### config.mk
export PLATFORM = sky130hd
export DESIGN_NAME = ofs_cfg_loader
export DESIGN_NICKNAME = d
export VERILOG_FILES = /design/src/rtl/ofs_cfg_pkg.sv /design/src/rtl/ofs_src_decode.sv /design/src/rtl/ofs_serial_loader.sv /design/src/rtl/ofs_par_loader.sv /design/src/rtl/ofs_cfg_loader.sv
export SDC_FILE = /design/constraint.sdc
export NUM_CORES = 1
export LEC_CHECK = 0
export ABC_AREA = 0
export BUFFER_PORTS_ARGS = -buffer_cell sky130_fd_sc_hd__buf_2
export CORE_MARGIN = 5
export CORE_UTILIZATION = 55
export DETAILED_ROUTE_END_ITERATION = 8
export PLACE_DENSITY = 0.77
export SYNTH_ARGS = -nofsm -noshare
export SYNTH_HDL_FRONTEND = slang
export SYNTH_HIERARCHICAL = 1
export SYNTH_SLANG_ARGS = --single-unit
### constraint.sdc
create_clock -name clk -period 3.1 [get_ports clk]
set_input_delay 0.62 -clock clk [delete_from_list [all_inputs] [get_ports clk]]
set_output_delay 0.62 -clock clk [all_outputs]
set_load 0.05 [all_outputs]
### src/rtl/ofs_cfg_pkg.sv
`timescale 1ns/1ps
package ofs_cfg_pkg;
   typedef enum logic [1:0] {SRC_DEF, SRC_SER, SRC_PAR} src_e;

   function automatic int unsigned builtin_offset(input logic [2:0] sel);
      case (sel)
         3'b010:  return 8;
         3'b011:  return 16;
         3'b100:  return 64;
         3'b101:  return 256;
         3'b110:  return 1024;
         default: return 0;
      endcase
   endfunction
endpackage

### src/rtl/ofs_src_decode.sv
`timescale 1ns/1ps
module ofs_src_decode
   import ofs_cfg_pkg::*;
#(
   parameter int OFS_W = 13
) (
   input  logic [2:0]       fsel,
   output src_e             src,
   output logic [OFS_W-1:0] def_val
);
   always_comb begin
      case (fsel)
         3'b000:         src = SRC_SER;
         3'b001, 3'b111: src = SRC_PAR;
         default:        src = SRC_DEF;
      endcase
      def_val = OFS_W'(builtin_offset(fsel));
   end
endmodule

### src/rtl/ofs_serial_loader.sv
`timescale 1ns/1ps
module ofs_serial_loader #(
   parameter int OFS_W = 13
) (
   input  logic             clk,
   input  logic             rst_n,
   input  logic             go,
   input  logic             sdata,
   output logic             fin,
   output logic [OFS_W-1:0] ae_val,
   output logic [OFS_W-1:0] af_val
);
   localparam int TOT = 2 * OFS_W;
   localparam int CW  = $clog2(TOT + 1);

   logic [CW-1:0]  cnt;
   logic [TOT-2:0] sh;
   logic [TOT-1:0] nxt;

   assign nxt    = {sh, sdata};
   assign fin    = go && (cnt == CW'(TOT - 1));
   assign ae_val = nxt[TOT-1:OFS_W];
   assign af_val = nxt[OFS_W-1:0];

   always_ff @(posedge clk) begin
      if (!rst_n) begin
         cnt <= '0;
         sh  <= '0;
      end else if (go) begin
         sh  <= nxt[TOT-2:0];
         cnt <= cnt + 1'b1;
      end
   end


   cnt_range_chk: assert property (@(posedge clk) disable iff (!rst_n)
      cnt <= CW'(TOT));
endmodule

### src/rtl/ofs_par_loader.sv
`timescale 1ns/1ps
module ofs_par_loader #(
   parameter int OFS_W      = 13,
   parameter int PAR_POS    = 8,
   parameter bit PARITY_OPT = 1'b1
) (
   input  logic             clk,
   input  logic             rst_n,
   input  logic             go,
   input  logic             par_on,
   input  logic [OFS_W:0]   data,
   output logic             fin,
   output logic [OFS_W-1:0] ae_val,
   output logic [OFS_W-1:0] af_val
);
   logic             phase;
   logic [OFS_W-1:0] ae_hold;
   logic [OFS_W-1:0] val;

   generate
      if (PARITY_OPT) begin : g_parity
         always_comb
            val = par_on ? {data[OFS_W:PAR_POS+1], data[PAR_POS-1:0]}
                         : data[OFS_W-1:0];
      end else begin : g_plain
         always_comb val = data[OFS_W-1:0];
      end
   endgenerate

   assign fin    = go && phase;
   assign ae_val = ae_hold;
   assign af_val = val;

   always_ff @(posedge clk) begin
      if (!rst_n) begin
         phase   <= 1'b0;
         ae_hold <= '0;
      end else if (go) begin
         phase <= ~phase;
         if (!phase) ae_hold <= val;
      end
   end


   phase_hold_chk: assert property (@(posedge clk) disable iff (!rst_n)
      !go |=> $stable(phase));
endmodule

### src/rtl/ofs_cfg_loader.sv
`timescale 1ns/1ps
module ofs_cfg_loader
   import ofs_cfg_pkg::*;
#(
   parameter int OFS_W      = 13,
   parameter int PAR_POS    = 8,
   parameter bit PARITY_OPT = 1'b1
) (
   input  logic             clk,
   input  logic             rst_n,
   input  logic             prst_n,
   input  logic [2:0]       fsel,
   input  logic             par_sel,
   input  logic             ser_en,
   input  logic             ser_data,
   input  logic             wr_en,
   input  logic [OFS_W:0]   wr_data,
   output logic [OFS_W-1:0] ae_ofs,
   output logic [OFS_W-1:0] af_ofs,
   output logic             cfg_done,
   output logic             wr_ok
);
   if (OFS_W < 11 || OFS_W > 24) begin : g_bad_width
      $error("OFS_W must hold 1024 and stay below 25 bits");
   end
   if (PAR_POS < 1 || PAR_POS >= OFS_W) begin : g_bad_parity
      $error("PAR_POS must lie inside the offset field");
   end

   src_e             src_d, src_q;
   logic [OFS_W-1:0] def_val;
   logic             par_q;
   logic             ser_go, par_go, ser_fin, par_fin;
   logic [OFS_W-1:0] ser_ae, ser_af, par_ae, par_af;

   ofs_src_decode #(.OFS_W(OFS_W)) i_dec (
      .fsel(fsel), .src(src_d), .def_val(def_val));

   assign ser_go = (src_q == SRC_SER) && !cfg_done && ser_en;
   assign par_go = (src_q == SRC_PAR) && !cfg_done && wr_en;

   ofs_serial_loader #(.OFS_W(OFS_W)) i_ser (
      .clk(clk), .rst_n(rst_n), .go(ser_go), .sdata(ser_data),
      .fin(ser_fin), .ae_val(ser_ae), .af_val(ser_af));

   ofs_par_loader #(.OFS_W(OFS_W), .PAR_POS(PAR_POS), .PARITY_OPT(PARITY_OPT)) i_par (
      .clk(clk), .rst_n(rst_n), .go(par_go), .par_on(par_q), .data(wr_data),
      .fin(par_fin), .ae_val(par_ae), .af_val(par_af));

   always_ff @(posedge clk) begin
      if (!rst_n) begin
         src_q    <= src_d;
         par_q    <= par_sel;
         cfg_done <= (src_d == SRC_DEF);
         ae_ofs   <= def_val;
         af_ofs   <= def_val;
      end else if (ser_fin) begin
         ae_ofs   <= ser_ae;
         af_ofs   <= ser_af;
         cfg_done <= 1'b1;
      end else if (par_fin) begin
         ae_ofs   <= par_ae;
         af_ofs   <= par_af;
         cfg_done <= 1'b1;
      end
   end

   assign wr_ok = wr_en && cfg_done && prst_n;


   done_sticky_chk: assert property (@(posedge clk) disable iff (!rst_n)
      cfg_done |=> cfg_done);

   ofs_frozen_chk: assert property (@(posedge clk) disable iff (!rst_n)
      cfg_done |=> ($stable(ae_ofs) && $stable(af_ofs)));

   def_done_chk: assert property (@(posedge clk) disable iff (!rst_n)
      (src_q == SRC_DEF) |-> cfg_done);

   single_source_chk: assert property (@(posedge clk) disable iff (!rst_n)
      !(ser_fin && par_fin));
endmodule

==> results.cfg <==
[detailed_routing]
ant_nets = 0
vias = 2253
first_iter_violations = 148
wl_mm = 6.55
wire_per_inst_um = 15.2
avgViaCountPerCell = 5.23
drc = 0
first_pass_iters = 4

[sta]
max_freq_mhz = 461
setup_viol = 0
timing.slew.headroom = 0.479
finalHoldViolCount = 0
setup_tns_ps = 0
tightestPinTransition_ps = 770
holdWs_ps = 452
report.final.slew_viol_count = 0
worst_slack_ps = 933
fin_skew_ps = 9.05
rsz0062_at_grt = no
period_minus_slack_ps = 2170
post-route-period-util = 0.699

[clock_network]
cts_sinks = 74
post_cts_buffers = 0
cts_made_buffers = 9
cts_buffer_depth = 2
path_clk_slew_ps = 70
htreeDepth = 3
root_buffer = clkbuf_8
cts_tree = done
insertion_delay_ps = 350
holdBufCountCts = 0
cts_resized = 0

[floorplanning]
dieArea_mm2 = 0.00796
core_area_mm2 = 0.00603
initial_utilization = 0.572
rows = 28
die_w_um = 89.2
ios = 52
dieHeight_um = 89.2

[power_and_ir_drop]
power_frac_clock = 0.330
p_leak_uw = 0.00140
switching_share = 0.267
fin_total_pwr_uw = 1940
combPwrFrac = 0.123
power.internal_uw = 1420
power_switching_uw = 520
p_seq_frac = 0.548
ir_drop_uv = 273
powerDensity_mw_per_mm2 = 520

[layout]
drive_above_1_share = 0.256
layout.nets = 377
syn2layout_area_growth_pct = 8.42
nFillCells = 514
diodes = 0
final_common_cell = mux2i_1
register_area_mm2 = 0.00178
fin_util = 0.621
mostFrequentLayoutCells = 53 x mux2i_1, 52 x nor2_1, 51 x buf_2
multi_input_area_mm2 = 0.00139

[logic_synthesis]
synth-simple-area-share = 0.125
synth_top_family_by_area = multiplexers
synthAdderAreaFrac = 0.00725
yosysWarningCount = 6
ys_seq_area_frac = 0.517
synth_area_leaders = edfxtp_1 26%, dfxtp_1 26%, mux2i_1 15%
synth_area_per_cell_um2 = 11.2
synth_seq_cells = 74
yosys.area_share.xor_xnor = 0.00508
postSynthCellCount = 309
yosys.area.top_type_share = 0.261
yosys.cell_types.count = 39
yosys-mux-area-fraction = 0.170
synth_top_cell_by_area = edfxtp_1
synth_compound_area_frac = 0.0805
syn_area_mm2 = 0.00345

[critical_path]
worst-r2r-setup-slack_ps = 930
worstPathMaxFanout = 27
crit_buf_inv = 1
cpLargestDelayFamily = simple AND/OR/NAND/NOR gates
startpoint = cfg_done
crit_type = register to register
worst_r2r_startpoint = cfg_done
slowest_delay_ps = 710
crit_slowest_cell = nor4bb_1
crit_path_cell_trace = nor4bb_1, and2_1, or3_1, buf_4
required_ps = 3110
crit_path_end_kind = register
cp.arrival_ps = 2170
cp-start-kind = register

[placement]
gp_congestion = 0.767
io_buffers = 51
place_hpwl_mm = 4.46
post-place-ws_ps = 724

[global_routing]
grt_pass1_vias = 2229
antenna_found_initial = 0
grt_overflow_total = 0
grt_pass1_wl_mm = 10.5
grt_start_max_net_pins = 41
track_usage = 0.179

[flow_run]
cap_violations = 0

[min_path]
min_from = par_sel
hp-class = input pin to register

[run_status]
status = finished, final reports clean
==> cells by family after synthesis <==
logic type | Yosys count
buffers and inverters | 37
AOI/OAI and AO/OA | 44
muxes | 58
other | 1
xor gates and xnor gates | 2
DFF | 74
adders and majority gates | 2
and+or+nand+nor | 91
==> stage by stage <==
stage,area (um2),std cells
floorplan,3480,316
global placement,3580,415
detailed placement,3580,415
CTS,3740,431
global route,3740,431
finish,3740,431
==> flip-flops by register name (all words and copies together), names as in the netlist <==
name,cells
i_par/ae_val,13
i_ser/cnt,5
ae_ofs,13
cfg_done,1
af_ofs,13
src_q,2
i_ser/sh,25
par_q,1
i_par/phase,1
==> metal layers <==
| metal | vias up | track usage | part of all wire |
|---|---|---|---|
| met3 | 12 | 0.0350 | 0.054 |
| met5 | - | 0 | 0 |
| li1 | 1130 | - | - |
| met2 | 60 | 0.282 | 0.46 |
| met4 | 0 | 0.104 | 0.023 |
| met1 | 1051 | 0.228 | 0.46 |
==> synthesized netlist by cell type, drive strengths merged <==
master / count
xor2: 1
or3: 1
nor2: 53
nand2: 19
nand4: 2
clkbuf: 3
edfxtp: 30
inv: 4
nor3: 1
and3: 2
and2: 1
a21oi: 27
nand2b: 5
ha: 2
buf: 30
nor4bb: 2
nand3b: 1
a21bo: 1
a21boi: 9
xnor2: 1
conb: 1
mux2i: 53
and4bb: 1
nor3b: 2
a211oi: 1
mux2: 5
o21ai: 6
dfxtp: 44
nor2b: 1
==> worst register-to-register path: cells and delay by family, from the launching register on <==
| kind | cells | cell delay [ps] |
|---|---|---|
| AND/OR/NAND/NOR | 3 | 1010 |
| buffers and inverters | 1 | 330 |
| flip-flops | 1 | 470 |
==> area by class of cell <==
cell class	count	area share
multi-input cells	205	0.370
well taps	75	0.0251
clock buffers	12	0.0388
repair buffers	57	0.0803
clock inverters	4	0.00502
flip-flops and latches	74	0.476
inverters	4	0.00401
==> power by group through the flow <==
stage | clock network (uW) | registers (uW) | logic (uW)
floorplan | 0 | 1170 | 105
global placement | 0 | 1090 | 235
detailed placement | 0 | 1090 | 239
CTS | 650 | 1070 | 239
global route | 692 | 1070 | 255
finish | 641 | 1070 | 238
==> worst paths after layout <==
check	endpoint	cells past startpoint
worst max-delay path	af_ofs[12]	4
worst min-delay path	par_q	1
worst max register to register	af_ofs[12]	4
worst min register to register	i_par/ae_val[7]	2
Power figures use the tool's default switching activity.
